$ cat src/rtl/sar_port_pkg.sv
package sar_port_pkg;
  typedef enum logic [1:0] {
    ST_IDLE,
    ST_CONV,
    ST_WAIT_SEL,
    ST_READ
  } port_state_e;

  localparam int unsigned PIN_START = 0;
  localparam int unsigned PIN_CHAIN = 1;
  localparam int unsigned PIN_SCLK  = 2;
  localparam int unsigned PIN_COUNT = 3;
endpackage

$ cat src/rtl/sar_pin_sync.sv
module sar_pin_sync #(
  parameter int unsigned WIDTH  = 3,
  parameter int unsigned STAGES = 2
) (
  input  logic             clk_i,
  input  logic             rst_ni,
  input  logic [WIDTH-1:0] pins_i,
  output logic [WIDTH-1:0] level_o
);
  logic [WIDTH-1:0] stage_q [STAGES];

  generate
    for (genvar s = 0; s < STAGES; s++) begin : g_stage
      if (s == 0) begin : g_first
        always_ff @(posedge clk_i or negedge rst_ni) begin
          if (!rst_ni) stage_q[s] <= '0;
          else         stage_q[s] <= pins_i;
        end
      end else begin : g_next
        always_ff @(posedge clk_i or negedge rst_ni) begin
          if (!rst_ni) stage_q[s] <= '0;
          else         stage_q[s] <= stage_q[s-1];
        end
      end
    end
  endgenerate

  assign level_o = stage_q[STAGES-1];
endmodule

$ cat src/rtl/sar_conv_timer.sv
module sar_conv_timer #(
  parameter int unsigned CYCLES = 40
) (
  input  logic clk_i,
  input  logic rst_ni,
  input  logic start_i,
  output logic done_o
);
  localparam int unsigned CW = $clog2(CYCLES + 1);

  logic [CW-1:0] cnt_q;
  logic          run_q;

  always_ff @(posedge clk_i or negedge rst_ni) begin
    if (!rst_ni) begin
      cnt_q <= '0;
      run_q <= 1'b0;
    end else if (start_i) begin
      cnt_q <= CW'(CYCLES - 1);
      run_q <= 1'b1;
    end else if (run_q) begin
      if (cnt_q == '0) run_q <= 1'b0;
      else             cnt_q <= cnt_q - 1'b1;
    end
  end

  assign done_o = run_q && (cnt_q == '0);

  // controller must not restart a running conversion
  assert_no_restart_R2: assert property (@(posedge clk_i) disable iff (!rst_ni)
    start_i |-> !run_q);
  assert_count_range_R2: assert property (@(posedge clk_i) disable iff (!rst_ni)
    run_q |-> (cnt_q < CW'(CYCLES)));
endmodule

$ cat src/rtl/sar_out_shifter.sv
module sar_out_shifter #(
  parameter int unsigned WORD_W = 16,
  localparam int unsigned CNT_W = $clog2(WORD_W + 2)
) (
  input  logic              clk_i,
  input  logic              rst_ni,
  input  logic              hold_low_i,
  input  logic              load_i,
  input  logic              load_busy_i,
  input  logic [WORD_W-1:0] word_i,
  input  logic              shift_i,
  input  logic              ser_i,
  output logic              bit_o,
  output logic [CNT_W-1:0]  count_o
);
  logic [WORD_W-1:0] sreg_q;
  logic              low_q;
  logic [CNT_W-1:0]  cnt_q;

  always_ff @(posedge clk_i or negedge rst_ni) begin
    if (!rst_ni) begin
      sreg_q <= '0;
      low_q  <= 1'b1;
      cnt_q  <= '0;
    end else if (hold_low_i) begin
      low_q <= 1'b1;
      cnt_q <= '0;
    end else if (load_i) begin
      sreg_q <= word_i;
      low_q  <= load_busy_i;
      cnt_q  <= '0;
    end else if (shift_i) begin
      if (cnt_q != CNT_W'(WORD_W + 1)) cnt_q <= cnt_q + 1'b1;
      if (low_q) low_q  <= 1'b0;  // busy edge: no data movement
      else       sreg_q <= {sreg_q[WORD_W-2:0], ser_i};
    end
  end

  assign bit_o   = low_q ? 1'b0 : sreg_q[WORD_W-1];
  assign count_o = cnt_q;

  assert_load_excl_shift_R9: assert property (@(posedge clk_i) disable iff (!rst_ni)
    !(load_i && shift_i));
  assert_busy_first_R5: assert property (@(posedge clk_i) disable iff (!rst_ni)
    (load_i && load_busy_i && !hold_low_i) |=> !bit_o);
endmodule

$ cat src/rtl/sar_serial_port.sv
module sar_serial_port
  import sar_port_pkg::*;
#(
  parameter int unsigned WORD_W      = 16,
  parameter int unsigned CONV_CYCLES = 40,
  parameter int unsigned SYNC_STAGES = 2
) (
  input  logic              clk_i,
  input  logic              rst_ni,
  input  logic              start_i,
  input  logic              chain_i,
  input  logic              shift_clk_i,
  input  logic [WORD_W-1:0] result_i,
  output logic              dout_o,
  output logic              dout_oe_o
);
  localparam int unsigned CNT_W = $clog2(WORD_W + 2);

  logic [PIN_COUNT-1:0] lvl;
  logic                 start_prev_q, sclk_prev_q;
  logic                 start_rise, start_fall, sclk_fall;
  logic                 sel_now;

  port_state_e          state_q;
  logic                 chain_q, busy_q, oe_q;

  logic                 start_go, conv_done, load, load_busy, shift, frame_end;
  logic                 sh_bit;
  logic [CNT_W-1:0]     sh_cnt;

  sar_pin_sync #(.WIDTH(PIN_COUNT), .STAGES(SYNC_STAGES)) u_sync (
    .clk_i   (clk_i),
    .rst_ni  (rst_ni),
    .pins_i  ({shift_clk_i, chain_i, start_i}),
    .level_o (lvl)
  );

  always_ff @(posedge clk_i or negedge rst_ni) begin
    if (!rst_ni) begin
      start_prev_q <= 1'b0;
      sclk_prev_q  <= 1'b0;
    end else begin
      start_prev_q <= lvl[PIN_START];
      sclk_prev_q  <= lvl[PIN_SCLK];
    end
  end

  assign start_rise = lvl[PIN_START] & ~start_prev_q;
  assign start_fall = ~lvl[PIN_START] & start_prev_q;
  assign sclk_fall  = ~lvl[PIN_SCLK] & sclk_prev_q;
  // select active when either wiring pulls its select pin low
  assign sel_now    = ~(lvl[PIN_START] & lvl[PIN_CHAIN]);

  assign start_go  = start_rise && (state_q != ST_CONV);
  assign load      = (state_q == ST_CONV) && conv_done;
  assign load_busy = chain_q ? busy_q : sel_now;
  assign shift     = (state_q == ST_READ) && sclk_fall && !start_go;
  assign frame_end = shift && !chain_q &&
                     (sh_cnt == CNT_W'(WORD_W - 1) + CNT_W'(busy_q));

  sar_conv_timer #(.CYCLES(CONV_CYCLES)) u_timer (
    .clk_i   (clk_i),
    .rst_ni  (rst_ni),
    .start_i (start_go),
    .done_o  (conv_done)
  );

  sar_out_shifter #(.WORD_W(WORD_W)) u_shift (
    .clk_i       (clk_i),
    .rst_ni      (rst_ni),
    .hold_low_i  (start_go),
    .load_i      (load),
    .load_busy_i (load_busy),
    .word_i      (result_i),
    .shift_i     (shift),
    .ser_i       (lvl[PIN_CHAIN]),
    .bit_o       (sh_bit),
    .count_o     (sh_cnt)
  );

  always_ff @(posedge clk_i or negedge rst_ni) begin
    if (!rst_ni) begin
      state_q <= ST_IDLE;
      chain_q <= 1'b0;
      busy_q  <= 1'b0;
      oe_q    <= 1'b0;
    end else if (start_go) begin
      state_q <= ST_CONV;
      chain_q <= ~lvl[PIN_CHAIN];
      busy_q  <= ~lvl[PIN_CHAIN] & lvl[PIN_SCLK];
      oe_q    <= ~lvl[PIN_CHAIN];
    end else begin
      unique case (state_q)
        ST_CONV: begin
          if (conv_done) begin
            if (chain_q) begin
              state_q <= ST_READ;
            end else if (sel_now) begin
              busy_q  <= 1'b1;
              oe_q    <= 1'b1;
              state_q <= ST_READ;
            end else begin
              busy_q  <= 1'b0;
              state_q <= ST_WAIT_SEL;
            end
          end
        end
        ST_WAIT_SEL: begin
          if (sel_now) begin
            oe_q    <= 1'b1;
            state_q <= ST_READ;
          end
        end
        ST_READ: begin
          if (chain_q) begin
            if (start_fall) begin
              oe_q    <= 1'b0;
              state_q <= ST_IDLE;
            end
          end else if (!sel_now || frame_end) begin
            oe_q    <= 1'b0;
            state_q <= ST_IDLE;
          end
        end
        default: ;
      endcase
    end
  end

  assign dout_oe_o = oe_q;
  assign dout_o    = oe_q ? sh_bit : 1'b0;

  assert_cs_float_conv_R2: assert property (@(posedge clk_i) disable iff (!rst_ni)
    (state_q == ST_CONV && !chain_q) |-> !dout_oe_o);
  assert_chain_low_conv_R7: assert property (@(posedge clk_i) disable iff (!rst_ni)
    (state_q == ST_CONV && chain_q) |-> (dout_oe_o && !dout_o));
  assert_busy_low_R3: assert property (@(posedge clk_i) disable iff (!rst_ni)
    (state_q == ST_CONV && conv_done && !chain_q && sel_now && !start_go)
      |=> (dout_oe_o && !dout_o));
  assert_enable_needs_sel_R4: assert property (@(posedge clk_i) disable iff (!rst_ni)
    ($rose(dout_oe_o) && !chain_q) |-> $past(sel_now));
  assert_release_deselect_R6: assert property (@(posedge clk_i) disable iff (!rst_ni)
    (state_q == ST_READ && !chain_q && !sel_now && !start_go) |=> !dout_oe_o);
endmodule

$ cat config.mk
export PLATFORM = sky130hd
export DESIGN_NAME = sar_serial_port
export DESIGN_NICKNAME = d
export VERILOG_FILES = /design/src/rtl/sar_port_pkg.sv /design/src/rtl/sar_pin_sync.sv /design/src/rtl/sar_conv_timer.sv /design/src/rtl/sar_out_shifter.sv /design/src/rtl/sar_serial_port.sv
export SDC_FILE = /design/constraint.sdc
export NUM_CORES = 1
export LEC_CHECK = 0
export BUFFER_PORTS_ARGS = -buffer_cell sky130_fd_sc_hd__buf_2
export CAP_MARGIN = 15
export CORE_AREA = 2 2 77 79
export CTS_BUF_LIST = sky130_fd_sc_hd__clkbuf_4
export DETAILED_ROUTE_END_ITERATION = 16
export DIE_AREA = 0 0 79 81
export SLEW_MARGIN = 20
export SYNTH_ARGS = -nofsm -noshare
export SYNTH_HDL_FRONTEND = slang
export SYNTH_SLANG_ARGS = --single-unit
$ cat constraint.sdc
create_clock -name clk_i -period 1.7 [get_ports clk_i]
set_input_delay 0.34 -clock clk_i [delete_from_list [all_inputs] [get_ports clk_i]]
set_output_delay 0.34 -clock clk_i [all_outputs]
set_load 0.02 [all_outputs]
==> run_results.csv <==
group,metric,value,unit
worst_setup_path,critical_path.n_buffers_inverters,0,
die,dieHeight,81,um
route,detail_route.wl_per_cell,11.8,um
synth,synth_cell_types,35,
die,floorplan.io_pins,23,
global_route,grt_start_max_net_pins,38,
global_route,grt_antenna_before_repair,0,
synth,ys_dominant_reg_cell,"dfrtp_1",
power_and_ir_drop,seq_power_share,50.9,%
worst_setup_path,setup.worst_path.start,"u_shift.count_o[0]$_DFFE_PN0P_",
synth,synth_area_leader_cell,"dfrtp_1",
power_and_ir_drop,internal-power,2.06,mW
worst_setup_path,startpoint_type,"flip-flop",
placed_design,placed_cells_incl_taps,316,
synth,ys_top_cells_by_count,"dfrtp_1, nor2_1, a21oi_1",
die,initial_core_util,35.1,%
global_route,globalRoute.totalOverflow,0,
sta,timing.setup.tns,-109,ps
synth,ys_ff_latch,42,
worst_setup_path,timing.critical_path.required,1980,ps
min_path,min_from,"start_i",
synth,synth.area.top_cells,"dfrtp_1, mux2i_1, nor2_1, a21oi_1, nand2_1",
worst_setup_path,path_delay_family,"compound AO/OA/AOI/OAI gates",
route,detail_route.iter0.violations,58,
power_and_ir_drop,switching_share,33.5,%
synth,yosys_warnings,0,
sta,maxClockFrequency,559,MHz
cts,h-tree-depth,2,
worst_setup_path,worstReg2RegStart,"u_shift.count_o[0]$_DFFE_PN0P_",
sta,final-max-slew-violation-count,0,
run_status,status,"finished with violations",
sta,hold_viol,0,
synth,synthesis.instances,198,
route,routed_wl,3850,um
power_and_ir_drop,power.density_cell_area,1230,nW/um2
sta,finClkSkew,13.4,ps
synth,synth_area,1990,um2
die,die-area,6400,um2
finish,seqCellArea,1050,um2
synth,synth_enable_flop_cells,0,
route,drt-vias-per-instance,4.67,
sta,grt_setup_unrepaired,"true",
power_and_ir_drop,overall_power,3.10,mW
cts,cts_buffers,5,
sta,min_cycle_time_layout,1790,ps
route,ant_nets,0,
synth,most_repeated_cell_in_the_gate_level_netlist_after_synthesis,"dfrtp_1",
worst_setup_path,arrival,2070,ps
die,placeable_area,5680,um2
cts,cts.repair_timing.setup_buffer_count,0,
die,core.rowCount,28,
finish,instances_no_fill,325,
power_and_ir_drop,power.ir.vdd_worst,0.564,mV
power_and_ir_drop,total_leakage_power,1.11,nW
sta,timing_worst_slew_pin_value,450,ps
finish,layout-area-overhead-vs-synth,26.9,%
run_status,failed_checks,"setup timing",
sta,max_slew_margin,70.0,%
worst_setup_path,cp-end-kind,"flip-flop",
cts,tritoncts_clock_tree,"built",
min_path,holdCritPathClass,"primary input to flip-flop",
worst_setup_path,critical_path.slowest_cell,"or4b_1",
route,via_count,1519,
worst_setup_path,critical_path.most_common_cell,"a221o_1",
placed_design,i_o_buffers,22,
cts,cts-root-to-sink-buffers,2,
cts,cts_num_sinks,42,
placed_design,finalWeightedCongestion,0.852,
global_route,first_global_vias,1505,
global_route,grt_usage,13.2,%
finish,area_occupied_by_multi_input_gates,932,um2
finish,fillCellCount,563,
flow_run,timing.max_cap.violations,0,
finish,count_of_antenna_diodes_in_the_layout,0,
synth,ys_async_sr_fraction,100,%
power_and_ir_drop,power.clock.fraction,15.1,%
synth,synth_top_cell_area_share,51.4,%
placed_design,detailedPlacementHpwl,2840,um
sta,finalSetupViolations,2,
finish,post_route_cells_drive_above_1_share,28.4,%
synth,synth.avg_cell_area,10.1,um2
worst_setup_path,path_cells,"nand3_2 -> or4b_1 -> a221o_1 -> a221o_1 -> a22oi_2",
finish,design.final.nets,274,
power_and_ir_drop,combPwrFrac,34.1,%
synth,synth_fp_nets,223,
worst_setup_path,critPathMaxStageDelay,460,ps
power_and_ir_drop,psw,1.04,mW
cts,root_buffer,"clkbuf_4",
cts,worst_skew_pair.late_latency,350,ps
synth,ys_seq_area_share,52.8,%
sta,timing.final.ws_setup,-89.3,ps
worst_setup_path,timing.critical_path.fanout_max,3,
route,drt-pass1-iter-count,4,
worst_setup_path,path_class,"flip-flop to flip-flop",
cts,clk_pin_slew_worst_paths,120,ps
route,drc_errors,0,
sta,layout_worst_path_cycle_share,105,%
global_route,first_pass_grt_wire_length,6740,um
die,die_width,79,um
placed_design,place_worst_setup_slack,-76.9,ps
[power by group through the flow]
stage / Clock, mW / Sequential (mW) / Combinational, mW
final: 0.467 / 1.58 / 1.06
after floorplan: 0 / 1.56 / 0.637
after global placement: 0 / 1.59 / 0.985
after CTS: 0.495 / 1.58 / 1.03
after global routing: 0.547 / 1.63 / 1.20
after detailed placement: 0 / 1.60 / 1.02
[per-stage QoR]
| stage | util (%) | hold slack [ps] | instance area (um2) |
|---|---|---|---|
| 2_1_floorplan | - | 44.4 | 2010 |
| 3_3_place_gp | 42.6 | 316 | 2420 |
| 3_5_place_dp | 42.6 | 315 | 2420 |
| 4_1_cts | 43.9 | 65.1 | 2490 |
| 5_1_grt | 44.6 | 49.3 | 2530 |
| 6_report | 44.6 | 82.3 | 2530 |
[flip-flops by register name, indices dropped and copies added, names as in the netlist]
| register | count |
|---|---|
| u_timer.run_q | 1 |
| u_shift.sreg_q | 16 |
| u_sync.level_o | 3 |
| dout_oe_o | 1 |
| start_prev_q | 1 |
| busy_q | 1 |
| u_shift.low_q | 1 |
| u_sync.stage_q | 3 |
| u_timer.cnt_q | 6 |
| state_q | 2 |
| sclk_prev_q | 1 |
| u_shift.count_o | 5 |
| chain_q | 1 |
[metal layers]
metal | vias to the layer above | routed length, um | global-route usage, % | share of wire (%)
met2 | 27 | 1780 | 21.0 | 46
li1 | 779 | - | - | -
met5 | - | 0 | 0 | 0
met4 | 0 | 42 | 4.14 | 1.1
met1 | 708 | 1820 | 17.4 | 47
met3 | 5 | 208 | 4.11 | 5.4
[cells by family after synthesis]
| logic type | share of synthesized area (%) |
|---|---|
| xor gates and xnor gates | 3.95 |
| AOI/OAI and AO/OA | 10.6 |
| muxes | 9.10 |
| buffers and inverters | 3.07 |
| DFF | 52.8 |
| adders and majority gates | 2.51 |
| and+or+nand+nor | 18.0 |
[area by class of cell]
type,count,share of cell area [%]
clock buffer,5,1.48
sequential,42,41.6
inverter,6,0.890
clock inverter,3,0.643
timing repair buffer,52,14.8
multi-input combinational,142,36.8
tap,75,3.71
[cells in the final DEF (no fill, tap or decap), types with 3 or more instances in the layout]
cell	count
nor2_1	36
mux2i_1	17
dfrtp_1	41
xor2_1	3
o21ai_0	5
xnor2_1	6
nand4_1	3
buf_2	22
ha_1	4
buf_4	26
clkbuf_4	5
nand2b_1	6
inv_1	6
nand2_1	14
buf_12	3
a21oi_1	19
[final timing paths]
path / slack, ps / cells after the start / to
min in group asynchronous: 450 / 2 / u_timer.cnt_q[1]$_DFFE_PN0P_
worst max register to register: -90 / 5 / dout_oe_o$_DFFE_PN0P_
worst max-delay path: -90 / 5 / dout_oe_o$_DFFE_PN0P_
max in group asynchronous: 690 / 3 / u_shift.low_q$_DFFE_PN1P_
worst min register to register: 360 / 0 / u_sync.level_o[2]$_DFF_PN0_
worst min-delay path: 80 / 1 / u_sync.stage_q[3]$_DFF_PN0_
[timing repair]
| action | CTS | global route |
|---|---|---|
| endpoints found under the setup margin | 3 | 32 |
| pin swaps | 0 | 1 |
| resized for setup | 2 | 9 |
| hold endpoints to repair | 18 | 0 |
| hold buffers | 1 | 0 |
No activity file was read; power rests on OpenSTA's default activity.
